## src/rtl/tki_pkg.sv

```systemverilog
package tki_pkg;
   typedef enum logic {
      LANE_RELEASED = 1'b0,
      LANE_TOUCHED  = 1'b1
   } lane_state_e;

   localparam int unsigned RUN_FLOOR    = 2;
   localparam int unsigned THRESH_FLOOR = 1;
endpackage

```

## src/rtl/tki_qualify.sv

```systemverilog
module tki_qualify #(
   parameter int unsigned SIG_W = 16,
   parameter int unsigned THR_W = 8
) (
   input  logic [SIG_W-1:0] level,
   input  logic [SIG_W-1:0] base,
   input  logic [THR_W-1:0] thresh,
   output logic             qual
);
   import tki_pkg::*;

   logic [SIG_W:0]   drop;
   logic [SIG_W-1:0] need;

   generate
      if (THR_W > SIG_W) begin : g_bad_width
         $error("tki_qualify: THR_W must not exceed SIG_W");
      end
   endgenerate

   always_comb begin
      drop = {1'b0, base} - {1'b0, level};
      need = (thresh < THR_W'(THRESH_FLOOR)) ? SIG_W'(THRESH_FLOOR) : SIG_W'(thresh);
      qual = !drop[SIG_W] && (drop[SIG_W-1:0] >= need);
   end

   // an unchanged level can never qualify
   always_comb begin
      if (level == base) begin
         a_equal_never_r2 : assert (!qual);
      end
   end
endmodule

```

## src/rtl/tki_key_lane.sv

```systemverilog
module tki_key_lane #(
   parameter int unsigned DI_W    = 8,
   parameter int unsigned TIMER_W = 16
) (
   input  logic               clk,
   input  logic               rst_n,
   input  logic               sample_hit,
   input  logic               qual,
   input  logic [DI_W-1:0]    di_set,
   input  logic               ms_tick,
   input  logic [TIMER_W-1:0] limit,
   input  logic               limit_en,
   input  logic               clear,
   output logic               status,
   output logic               timeout
);
   import tki_pkg::*;

   lane_state_e        st;
   logic [DI_W:0]      run;
   logic [DI_W:0]      run_nxt;
   logic [DI_W:0]      need;
   logic [TIMER_W-1:0] timer;
   logic               agree;

   always_comb begin
      need    = ({1'b0, di_set} < (DI_W+1)'(RUN_FLOOR)) ? (DI_W+1)'(RUN_FLOOR) : {1'b0, di_set};
      agree   = (st == LANE_TOUCHED) ? !qual : qual;
      run_nxt = run + 1'b1;
      status  = (st == LANE_TOUCHED);
      timeout = (st == LANE_TOUCHED) && limit_en && (timer >= limit);
   end

   always_ff @(posedge clk or negedge rst_n) begin
      if (!rst_n) begin
         st    <= LANE_RELEASED;
         run   <= '0;
         timer <= '0;
      end else if (clear) begin
         st    <= LANE_RELEASED;
         run   <= '0;
         timer <= '0;
      end else begin
         if (sample_hit) begin
            if (!agree) begin
               run <= '0;
            end else if (run_nxt >= need) begin
               st  <= (st == LANE_TOUCHED) ? LANE_RELEASED : LANE_TOUCHED;
               run <= '0;
            end else begin
               run <= run_nxt;
            end
         end
         if (st != LANE_TOUCHED) begin
            timer <= '0;
         end else if (ms_tick && (timer != '1)) begin
            timer <= timer + 1'b1;
         end
      end
   end

   // status moves only on a measurement of this key or a clear
   p_status_moves_on_sample_r3 : assert property (@(posedge clk) disable iff (!rst_n)
      (status != $past(status)) |-> ($past(sample_hit) || $past(clear)));

   // a cleared lane comes out released
   p_clear_releases_r8 : assert property (@(posedge clk) disable iff (!rst_n)
      $past(clear) |-> !status);

   // the stuck timer never runs while the key is released
   p_timer_idle_r5 : assert property (@(posedge clk) disable iff (!rst_n)
      (!status && !$past(status)) |-> (timer == '0));
endmodule

```

## src/rtl/tki_detect.sv

```systemverilog
module tki_detect #(
   parameter int unsigned NKEYS      = 7,
   parameter int unsigned SIG_W      = 16,
   parameter int unsigned THR_W      = 8,
   parameter int unsigned DI_W       = 8,
   parameter int unsigned MAXON_W    = 8,
   parameter int unsigned UNIT_TICKS = 160,
   localparam int unsigned KEY_IDX_W = (NKEYS > 1) ? $clog2(NKEYS) : 1,
   localparam int unsigned TIMER_W   = $clog2(((1 << MAXON_W) - 1) * UNIT_TICKS + 1)
) (
   input  logic                   clk,
   input  logic                   rst_n,
   input  logic                   smp_valid,
   input  logic [KEY_IDX_W-1:0]   smp_key,
   input  logic [SIG_W-1:0]       smp_level,
   input  logic [SIG_W-1:0]       smp_base,
   input  logic [NKEYS*THR_W-1:0] cfg_thresh,
   input  logic [NKEYS*DI_W-1:0]  cfg_integ,
   input  logic [MAXON_W-1:0]     cfg_maxon,
   input  logic                   cfg_recal_one,
   input  logic                   ms_tick,
   input  logic                   cal_strobe,
   output logic [NKEYS-1:0]       key_status,
   output logic                   recal_req,
   output logic [NKEYS-1:0]       recal_mask
);
   logic [THR_W-1:0]   sel_thr;
   logic [NKEYS-1:0]   hit_vec;
   logic [NKEYS-1:0]   timeout_vec;
   logic [NKEYS-1:0]   clear_vec;
   logic [TIMER_W-1:0] limit;
   logic               qual;

   generate
      if (NKEYS < 1 || NKEYS > 16) begin : g_bad_keys
         $error("tki_detect: NKEYS must be 1..16");
      end
      if (UNIT_TICKS < 1) begin : g_bad_unit
         $error("tki_detect: UNIT_TICKS must be at least 1");
      end
      if (DI_W < 2) begin : g_bad_di
         $error("tki_detect: DI_W must be at least 2");
      end
   endgenerate

   always_comb begin
      sel_thr = '0;
      hit_vec = '0;
      for (int k = 0; k < NKEYS; k++) begin
         if (smp_key == KEY_IDX_W'(k)) begin
            sel_thr    = cfg_thresh[k*THR_W +: THR_W];
            hit_vec[k] = smp_valid;
         end
      end
      limit = TIMER_W'(cfg_maxon) * TIMER_W'(UNIT_TICKS);
   end

   tki_qualify #(.SIG_W(SIG_W), .THR_W(THR_W)) i_qualify (
      .level  (smp_level),
      .base   (smp_base),
      .thresh (sel_thr),
      .qual   (qual)
   );

   generate
      for (genvar k = 0; k < NKEYS; k++) begin : g_lane
         tki_key_lane #(.DI_W(DI_W), .TIMER_W(TIMER_W)) i_lane (
            .clk        (clk),
            .rst_n      (rst_n),
            .sample_hit (hit_vec[k]),
            .qual       (qual),
            .di_set     (cfg_integ[k*DI_W +: DI_W]),
            .ms_tick    (ms_tick),
            .limit      (limit),
            .limit_en   (cfg_maxon != '0),
            .clear      (clear_vec[k]),
            .status     (key_status[k]),
            .timeout    (timeout_vec[k])
         );
      end
   endgenerate

   always_comb begin
      if (cal_strobe) begin
         clear_vec = '1;
      end else if (timeout_vec != '0) begin
         clear_vec = cfg_recal_one ? timeout_vec : '1;
      end else begin
         clear_vec = '0;
      end
   end

   always_ff @(posedge clk or negedge rst_n) begin
      if (!rst_n) begin
         recal_req  <= 1'b0;
         recal_mask <= '0;
      end else begin
         recal_req  <= (clear_vec != '0);
         recal_mask <= clear_vec;
      end
   end

   // a request always names keys, and no request carries a mask
   p_mask_matches_req_r6 : assert property (@(posedge clk) disable iff (!rst_n)
      recal_req == (recal_mask != '0));

   // every key named in a request comes out released
   p_recal_releases_r6 : assert property (@(posedge clk) disable iff (!rst_n)
      recal_req |-> ((key_status & recal_mask) == '0));

   // single-key mode only names keys that were touched
   p_single_mask_r6 : assert property (@(posedge clk) disable iff (!rst_n)
      (recal_req && $past(cfg_recal_one) && !$past(cal_strobe))
      |-> ((recal_mask & ~$past(key_status)) == '0));

   // a calibrate strobe yields a full-bank request
   p_cal_full_bank_r7 : assert property (@(posedge clk) disable iff (!rst_n)
      $past(cal_strobe) |-> (recal_req && (recal_mask == '1) && (key_status == '0)));

   // a disabled limit never produces a timeout request
   p_limit_off_r5 : assert property (@(posedge clk) disable iff (!rst_n)
      ($past(cfg_maxon) == '0 && !$past(cal_strobe)) |-> !recal_req);
endmodule

```

## config.mk

```make
export PLATFORM = sky130hd
export DESIGN_NAME = tki_detect
export DESIGN_NICKNAME = d
export VERILOG_FILES = /design/src/rtl/tki_pkg.sv /design/src/rtl/tki_qualify.sv /design/src/rtl/tki_key_lane.sv /design/src/rtl/tki_detect.sv
export SDC_FILE = /design/constraint.sdc
export NUM_CORES = 1
export LEC_CHECK = 0
export BUFFER_PORTS_ARGS = -buffer_cell sky130_fd_sc_hd__buf_2
export CORE_ASPECT_RATIO = 0.5
export CORE_MARGIN = 2
export CORE_UTILIZATION = 55
export CTS_BUF_LIST = sky130_fd_sc_hd__clkbuf_4
export CTS_CLUSTER_SIZE = 12
export DETAILED_ROUTE_END_ITERATION = 6
export PLACE_DENSITY = 0.78
export SETUP_SLACK_MARGIN = 0.02
export SLEW_MARGIN = 20
export SYNTH_ARGS = -nofsm -noshare
export SYNTH_HDL_FRONTEND = slang
export SYNTH_HIERARCHICAL = 1
export SYNTH_SLANG_ARGS = --single-unit
```

## constraint.sdc

```tcl
create_clock -name clk -period 6.9 [get_ports clk]
set_input_delay 0.69 -clock clk [delete_from_list [all_inputs] [get_ports clk]]
set_output_delay 0.69 -clock clk [all_outputs]
set_load 0.1 [all_outputs]
```

==> results of run 1 <==
where the power goes:
group | leakage, nW | switching [mW] | internal [mW]
registers | 2.63 | 0.0132 | 1.12
clock network | 0.180 | 0.421 | 0.300
logic | 6.67 | 0.371 | 0.233
total | 9.48 | 0.806 | 1.66
cells by family after synthesis:
group                      count (synthesis)  share of synthesized area
and+or+nand+nor                          683                     0.2220
AOI/OAI and AO/OA                        450                     0.1788
buffers and inverters                    287                    0.06792
adders and majority gates                220                     0.1642
DFF                                      190                     0.2821
xor gates and xnor gates                 140                    0.07274
muxes                                     19                    0.01202
other                                      1                  0.0002225
state kept, by name (all words and copies together), names as in the netlist:
signal,flops
recal_req,1
g_lane.i_lane/timer,112
g_lane.i_lane/run,63
recal_mask,7
g_lane.i_lane/status,7
layer usage:
| layer | track usage | up-vias |
|---|---|---|
| met4 | 0.07458 | 2 |
| li1 | - | 7442 |
| met5 | 0 | - |
| met1 | 0.3265 | 7053 |
| met3 | 0.04264 | 58 |
| met2 | 0.4501 | 299 |
path summary, 6_finish.rpt:
path | to
max | g_lane[2].i_lane/run[2]
min | recal_req
max reg2reg | g_lane[2].i_lane/run[2]
min reg2reg | g_lane[4].i_lane/run[8]
max in group asynchronous | g_lane[4].i_lane/timer[5]
min in group asynchronous | g_lane[5].i_lane/run[0]
worst min-delay path: cells and delay by family:
family	cells	cell delay (ns)
simple gates	2	0.17
buf+inv	1	0.15
cell usage in the layout (no fill, tap or decap), drive strengths merged, types with 30 or more instances in the layout:
master / count
a211oi: 32
a21o: 65
a21oi: 86
and3: 57
buf: 186
conb: 35
dfrtp: 190
ha: 218
inv: 229
nand2: 115
nand3: 88
nand4: 63
nor2: 163
nor3: 42
o21ai: 106
or3: 30
xnor2: 61
xor2: 79
synthesized netlist by cell type (7+ instances only):
master	number	share of area
nand3_1	86	0.026
o2111ai_1	8	0.0042
nor2_1	163	0.036
xor2_1	79	0.041
mux2i_1	18	0.011
nor2b_1	19	0.0071
ha_1	218	0.16
a211oi_1	32	0.014
a211o_1	21	0.011
xnor2_1	61	0.032
a31oi_1	11	0.0041
or3_1	29	0.011
nor4_1	14	0.0052
buf_4	12	0.0053
o21ai_0	103	0.031
clkbuf_1	33	0.0073
o31ai_1	19	0.0085
nand2_1	115	0.026
a21o_1	65	0.029
nand2b_1	19	0.0071
or2_2	9	0.0033
and3_1	45	0.017
a21oi_1	86	0.026
and2_1	12	0.0045
a22o_1	7	0.0036
buf_2	12	0.0036
and4_1	8	0.0042
dfrtp_1	190	0.28
o22ai_1	13	0.0048
o21a_1	22	0.0098
o211a_1	7	0.0042
nor3_1	40	0.012
inv_1	223	0.050
o211ai_1	8	0.0036
nand4_1	57	0.021
metrics by stage:
step | hold WS, ns | area, um^2 | std cells | setup slack, ns
6_report | 0.3925 | 18510 | 2580 | 1.080
5_1_grt | 0.3373 | 18510 | 2580 | 0.8296
4_1_cts | 0.3471 | 18510 | 2579 | 1.145
3_5_place_dp | 0.4962 | 18150 | 2546 | 0.5173
3_3_place_gp | 0.4882 | 18150 | 2546 | 0.6751
2_1_floorplan | 0.3944 | 16980 | 2024 | 1.125
layout make-up:
cell class              count  area (um^2)  area share
inverters                 223        837.1     0.04523
well taps                 399        499.2     0.02697
flip-flops and latches    190         4755      0.2569
clock buffers              18        135.1    0.007301
repair buffers            188        984.7     0.05320
diodes                      1        2.502   0.0001352
clock inverters            14        205.2     0.01109
multi-input cells        1547        11090      0.5992
==> out/results.ini, run 1 <==
[critical_path]
crit_start = cfg_maxon[1]
r2r_cells = 15
required_ns = 7.49
critPathSlowestCell = xnor2_1
worst-path-max-fanout = 10
timing.rr.start = g_lane[5].i_lane/timer[5]
critical_path_arrival_ns = 6.41
crit_buf_inv = 3
critPathKind = in -> reg
crit_chain = buf_2 > ha_1 > ha_1 > inv_1 > fa_1 > xnor2_1 > inv_1 > ha_1 > a21o_1 > a21oi_1 > o21ai_0 > a41oi_1 > o21ai_0 > and3_1 > or4_4 > or4_4 > a21o_1 > a211oi_1 > nand3_1 > a211o_1 > nor4b_2 > a21o_1
slowest_delay_ns = 0.67
r2r_setup_slack_ns = 2.34
cp.depth = 22
start_kind = primary input
end_kind = flip-flop
crit_family = compound AO/OA/AOI/OAI gates

[synth]
synth_seq_cells = 190
postSynth.asyncResetShare = 1.000
syn-instance-count = 1990
ys_seq_area_frac = 0.2821
synth-edff-count = 0
syn_area_um2 = 16860
syn_area_per_cell_um2 = 8.470
yosysWarnings = 6
yosysUniqueCellTypes = 75
synth-main-ff-cell = dfrtp_1

[clocking]
clk_latency_ns = 0.65
root_buffer = clkbuf_4
cts_inserted_buffers = 17
cts.sinks = 190
cts_max_level = 4
cts_tree = yes
cts_setup_buffers = 0
ctsHoldBuffers = 1
clk_pin_slew_ns = 0.16
cts_buffer_depth = 2
cts.repair.resized = 0

[worst_hold_path]
hold_path.class = in -> reg
whs_path_depth = 3
min-delay-start = cal_strobe

[floorplan]
die_h_um = 127.8
num_rows = 45
die_x_um = 251.6
die_area_um2 = 32150
initial_utilization = 0.5575
core_um2 = 30240
io_pins = 176

[detailed_routing]
route.final.wire_length_um = 40010
drt_first_iter_violations = 866
via_count = 14850
wl_met2_um = 19370
wl_per_cell_um = 15.51
ant_nets = 0
wl_met1_um = 18060
avgViaCountPerCell = 5.757
drc = 0
wl_met3_um = 1669
topRoutingLayerUsed = met5
firstDrtPassIters = 5

[sta]
final_max_slew_viol_count = 0
period_minus_slack_ns = 5.820
worst_slew_pin_slew_ns = 1.039
hold_violations = 0
fin_skew_ns = 0.02685
rsz0062_at_grt = false
setup_viol = 0
fin_crit_sh = 0.8435
slew_headroom = 0.3018
setup_tns_ns = 0
timing.fmax_mhz = 171.8

[place]
portBuffers = 175
dp_hpwl_um = 31110
place.gp.congestion = 0.8745

[final_layout]
synthToLayoutAreaGrowth_pct = 9.798
nNetsFinal = 2548
fillers = 2686
postLayoutCoreUtil = 0.6121
drive_above_1_share = 0.1339

[global_routing]
overflow = 0
grt_max_degree = 74
grt_usage = 0.2561
antenna_found_initial = 2
grt_pass1_vias = 14410
grt_pass1_wl_um = 68020

[power_and_ir_drop]
p_leak_nw = 9.484
power.total_mw = 2.462
power-per-cell-area_nw_per_um2 = 133.0
ir_drop_v = 0.00008499

[run_status]
outcome = finished clean

[flow_run]
cap_violations = 0

(Power assumes the default switching activity.)
==> run 2: changes to the inputs <==
PLACE_DENSITY = 0.81   (was 0.78)
clock period = 5.1 ns   (was 6.9 ns; I/O delays follow)
==> run 2 against run 1 <==
Against the previous run: the run now ends with design-rule violations left; largest power group unchanged; highest routed layer is now met4; global-route usage about the same; sequential power increased by 35%; first-iteration DRC count increased by 22%; total power increased by 33%; largest cell class unchanged; routed wire length increased by 1.6%; register-to-register slack got worse by 1.5 ns; cell count increased by 3.2%; sequential share of layout area decreased by 0.94 points; via count increased by 2.7%.
==> out/results.ini, run 2 (synthesized netlist as in run 1, its figures left out) <==
[final_layout]
layout_commonest_cell = inv_1
layout_common_cells = inv_1 (223), ha_1 (216), dfrtp_1 (190)
reg.largest.list = g_lane.i_lane/timer x112, g_lane.i_lane/run x63
nNetsFinal = 2630
stdcell_count = 2663
fillers = 2503
multi_input_area_um2 = 11210
drive_above_1_share = 0.1712
regArea_um2 = 4755
top_register = g_lane.i_lane/timer
largest_register_ffs = 112
synthToLayoutAreaGrowth_pct = 13.95

[power_and_ir_drop]
p_leak_nw = 9.872
power-per-cell-area_nw_per_um2 = 170.6
ir_drop_v = 0.0001232

[critical_path]
timing.rr.start = g_lane[5].i_lane/timer[5]
end_kind = flip-flop
worst-path-max-fanout = 10
required_ns = 5.68
slowest_delay_ns = 0.50
critical_path_arrival_ns = 5.50
critPathSlowestCell = or4_4
start_kind = primary input
critPathKind = in -> reg
crit_buf_inv = 4
crit_family = compound AO/OA/AOI/OAI gates
crit_start = cfg_maxon[1]
crit_top_cell = a21o_1
crit_chain = buf_2 > ha_1 > ha_2 > inv_1 > fa_2 > nor2b_4 > o31a_1 > o311ai_4 > buf_4 > inv_1 > ha_1 > a21o_1 > a21oi_1 > o21ai_0 > and3_1 > or4_4 > or4_4 > a21o_1 > a211oi_1 > nand3_1 > a211o_4 > nor4b_2 > a21o_1

[floorplan]
num_rows = 45
die_area_um2 = 32150
die_x_um = 251.6
initial_utilization = 0.5575
core_um2 = 30240
die_h_um = 127.8
io_pins = 176

[detailed_routing]
route.final.wire_length_um = 40670
via_count = 15260
drt_first_iter_violations = 1056
drc = 3
firstDrtPassIters = 7
ant_nets = 0
wl_per_cell_um = 15.27
avgViaCountPerCell = 5.729

[sta]
timing.fmax_mhz = 203.5
fin_crit_sh = 0.9634
setup_viol = 0
setup_tns_ns = 0
rsz0062_at_grt = false
final_max_slew_viol_count = 0
fin_skew_ns = 0.03920
slew_headroom = 0.4581
worst_slew_pin_slew_ns = 0.8093
period_minus_slack_ns = 4.913
hold_violations = 0
hold_ws_ns = 0.1714

[global_routing]
antenna_found_initial = 3
grt_usage = 0.2563
grt_pass1_wl_um = 68150
grt_pass1_vias = 14570
grt_max_degree = 105
overflow = 0

[flow_run]
cap_violations = 0

[worst_hold_path]
hold_path.class = in -> reg
min-delay-start = cal_strobe

[clocking]
cts_tree = yes
clk_latency_ns = 0.64
root_buffer = clkbuf_4
cts_inserted_buffers = 17
cts_buffer_depth = 2
cts.sinks = 190
cts_max_level = 4
clk_pin_slew_ns = 0.17

[run_status]
violations = design-rule violations
outcome = complete, but fails checks

[place]
place.gp.congestion = 0.9219
dp_hpwl_um = 32110
post-place-cells = 2626
portBuffers = 175

run 2: worst register-to-register path: cells and delay by family (launching register included):
family | cells | cell delay (ns)
adder cells (fa/ha/maj) | 1 | 0.32
AND/OR/NAND/NOR | 5 | 1.62
flip-flops | 1 | 0.58
AO/OA/AOI/OAI | 9 | 1.74
run 2: area by class of cell:
type,instances,area share
diodes,3,0.0003908
clock buffers,17,0.006644
inverters,223,0.04358
flip-flops and latches,190,0.2475
multi-input cells,1547,0.5836
repair buffers,270,0.08527
clock inverters,14,0.007035
well taps,399,0.02599
run 2: final timing paths:
path	to	slack (ns)	depth (start not counted)
max	g_lane[1].i_lane/run[2]	0.19	23
min	recal_req	0.17	3
max reg2reg	g_lane[1].i_lane/run[2]	0.82	15
min reg2reg	g_lane[4].i_lane/run[8]	0.52	1
max in group asynchronous	g_lane[0].i_lane/timer[8]	3.58	3
min in group asynchronous	g_lane[4].i_lane/run[1]	0.47	2
run 2: power by group:
part / internal, mW / switching (mW)
registers: 1.52 / 0.0176
logic: 0.395 / 0.533
clock network: 0.247 / 0.565
run 2: repair_timing:
action | in CTS | in global routing
hold buffers | 1 | 0
endpoints found under the hold margin | 86 | 0
gates resized for setup | 0 | 10
setup endpoints to repair | 0 | 6
buffers inserted | 0 | 2
run 2: layer usage:
metal | track usage | wire, um | vias up | share of wire
met5 | 0 | 0 | - | 0
li1 | - | - | 7607 | -
met4 | 0.07213 | 774 | 0 | 0.019
met3 | 0.03675 | 2045 | 56 | 0.050
met2 | 0.4435 | 19300 | 364 | 0.47
met1 | 0.3373 | 18550 | 7229 | 0.46
run 2: through the flow:
| step | total power, mW | worst slack, ns | area (um^2) | util |
|---|---|---|---|---|
| floorplan | 2.128 | -0.004187 | 17080 | - |
| detailed placement | 2.472 | -0.3925 | 18860 | 0.6238 |
| CTS | 3.283 | 0.2857 | 19130 | 0.6329 |
| finish | 3.278 | 0.1867 | 19210 | 0.6353 |
| global placement | 2.444 | -0.2874 | 18860 | 0.6238 |
| global route | 3.466 | 0.03338 | 19210 | 0.6352 |
==> run 3: changes to the inputs <==
PLACE_DENSITY = 0.82   (was 0.81)
SYNTH_HIERARCHICAL = not set   (was 1)
==> run 3 against run 2 <==
Against the previous run: highest routed layer unchanged; critical path depth stayed put; clock skew is 0.0065 ns lower; cell count is 14% lower; critical endpoint is now g_lane[5].i_lane.run[2]; first-iteration DRC count is 28% lower; worst setup slack better by 0.14 ns; sequential power hardly changed; non-clock buffer count is 44 lower; largest power group unchanged; register-to-register slack better by 0.77 ns; combinational power is 15% lower; sequential share of layout area is 3.7 points higher; die area is 11% lower; synthesized cell count is 14% lower; the run ends with negative hold slack left.
==> out/results.ini, run 3 <==
[final_layout]
layout_commonest_cell = nor2_1
reg.largest.list = g_lane.i_lane.timer x112, g_lane.i_lane.run x63
synthToLayoutAreaGrowth_pct = 12.20
postLayoutCoreUtil = 0.6305
nNetsFinal = 2265
final_cell_area_um2 = 16730
drive_above_1_share = 0.1579
layout_common_cells = nor2_1 (242), ha_1 (190), dfrtp_1 (190)
largest_register_ffs = 112
stdcell_count = 2280
fillers = 2198
top_register = g_lane.i_lane.timer

[synth]
synth_commonest_cells = nor2_1 (242), dfrtp_1 (190), ha_1 (190)
synth_top_area_share = 0.3188
syn-num-nets = 2055
synth_compound_area_frac = 0.1327
ys_seq_area_frac = 0.3188
yosysUniqueCellTypes = 83
yosysWarnings = 0
yosysTopAreaCell = dfrtp_1
ys_top_cells_by_area = dfrtp_1 (32%), ha_1 (16%), nor2_1 (6.1%)
syn_area_per_cell_um2 = 8.762
synthAdderAreaFrac = 0.1621
syn-instance-count = 1702
synth_xor_area_frac = 0.1026
yosysMostFrequentCell = nor2_1
muxShareOfSynthArea = 0.01896
syn_area_um2 = 14910
synth-edff-count = 0
postSynth.asyncResetShare = 1.000
synth-main-ff-cell = dfrtp_1
synth_top_family_by_area = simple AND/OR/NAND/NOR gates
synth_seq_cells = 190
yosys.area_share.simple = 0.2226

[place]
dp_slack_ns = -0.4684
place.gp.congestion = 0.9004
portBuffers = 175
post-place-cells = 2243
dp_hpwl_um = 28490
place_area_um2 = 16430

[clocking]
cts_tree = yes
clk_latency_ns = 0.62
cts.sinks = 190
cts_buffer_depth = 2
cts_inserted_buffers = 17
clk_pin_slew_ns = 0.16
cts_max_level = 4
root_buffer = clkbuf_4

[critical_path]
crit_top_cell = a21oi_1
critPathKind = in -> reg
end_kind = flip-flop
slowest_delay_ns = 0.57
start_kind = primary input
crit_family = compound AO/OA/AOI/OAI gates
crit_chain = buf_2 > ha_1 > buf_4 > ha_1 > a21o_1 > a21oi_1 > o21bai_1 > a21oi_1 > nor2b_1 > o21ai_0 > buf_4 > ha_1 > a21oi_1 > o21ai_0 > a2111oi_0 > a21oi_1 > nor2_1 > nand4bb_1 > buf_4 > a21boi_4 > or4b_4 > nor4b_2 > a221o_1
critPathSlowestCell = or4b_4
critical_path_arrival_ns = 5.33
r2r_setup_slack_ns = 1.59
crit_buf_inv = 4
required_ns = 5.66
worst-path-max-fanout = 8

[sta]
fin_crit_sh = 0.9357
hold_violations = 9
fin_skew_ns = 0.03266
period_minus_slack_ns = 4.772
rsz0062_at_grt = false
fin_ws_ns = 0.3279
hold_ws_ns = -0.008642
setup_viol = 0
worst_slew_pin_slew_ns = 1.087
timing.fmax_mhz = 209.6
final_max_slew_viol_count = 0
slew_headroom = 0.2697

[floorplan]
initial_utilization = 0.5620
io_pins = 176
core_um2 = 26540
die_area_um2 = 28530
die_h_um = 120.4
num_rows = 42
die_x_um = 236.9

[detailed_routing]
route.final.wire_length_um = 36290
avgViaCountPerCell = 5.696
drc = 0
via_count = 12990
wl_per_cell_um = 15.92
drt_first_iter_violations = 764
firstDrtPassIters = 7
ant_nets = 0

[flow_run]
cap_violations = 0

[global_routing]
grt_pass1_vias = 12610
grt_max_degree = 116
overflow = 0
antenna_found_initial = 3
grt_pass1_wl_um = 60160
grt_usage = 0.2612

[run_status]
violations = negative hold slack
outcome = complete, but fails checks

[power_and_ir_drop]
p_leak_nw = 8.220
ir_drop_v = 0.0001215
power-per-cell-area_nw_per_um2 = 188.1

[worst_hold_path]
hold_path.class = in -> async

## run 3: cell type report
| type | count | area, um^2 | area share |
|---|---|---|---|
| Multi-Input combinational cell | 1364 | 9543 | 0.5703 |
| Sequential cell | 190 | 4755 | 0.2842 |
| Timing Repair Buffer | 226 | 1292 | 0.07725 |
| Tap cell | 352 | 440.4 | 0.02632 |
| Inverter | 113 | 424.2 | 0.02535 |
| Clock buffer | 18 | 135.1 | 0.008076 |
| Clock inverter | 14 | 135.1 | 0.008076 |
| Antenna cell | 3 | 7.507 | 0.0004487 |
## run 3: path summary, 6_finish.rpt
path	startpoint	end	cells after the start
worst max register to register	g_lane[1].i_lane.timer[13]	g_lane[5].i_lane.run[2]	12
worst min register to register	g_lane[3].i_lane.run[8]	g_lane[3].i_lane.run[8]	1
worst max-delay path	cfg_maxon[2]	g_lane[5].i_lane.run[2]	23
min in group clk	smp_valid	g_lane[5].i_lane.status	4
worst min-delay path	rst_n	g_lane[0].i_lane.run[4]	1
max in group asynchronous	rst_n	g_lane[4].i_lane.run[7]	2
## run 3: per-stage QoR
stage	setup TNS (ns)	total power [mW]
6_report	0	3.148
3_5_place_dp	-15.05	2.356
3_3_place_gp	-5.112	2.336
5_1_grt	0	3.335
2_1_floorplan	0	2.073
4_1_cts	0	3.166
## run 3: cell families (layout without fill, tap and decap cells)
kind of cell / after synthesis / count (layout)
fa+ha+maj: 192 / 192
simple gates: 699 / 699
compound gates: 290 / 290
xor+xnor: 161 / 161
other cells: 0 / 3
buf+inv: 148 / 371
flops: 190 / 190
mux: 22 / 22
## run 3: what timing repair did
item	4_1_cts	5_1_grt
hold buffers	0	0
gates resized for setup	0	2
endpoints found under the setup margin	0	29
buffers inserted	0	2
## run 3: routing by layer
layer,part of all wire,global-route usage
met2,0.48,0.4643
met4,0.024,0.08742
met3,0.046,0.03836
met5,0,0
met1,0.45,0.3287
## run 3: power by group
group | switching (mW) | internal, mW
registers | 0.0261 | 1.53
logic | 0.459 | 0.327
clock network | 0.552 | 0.257
total | 1.04 | 2.11
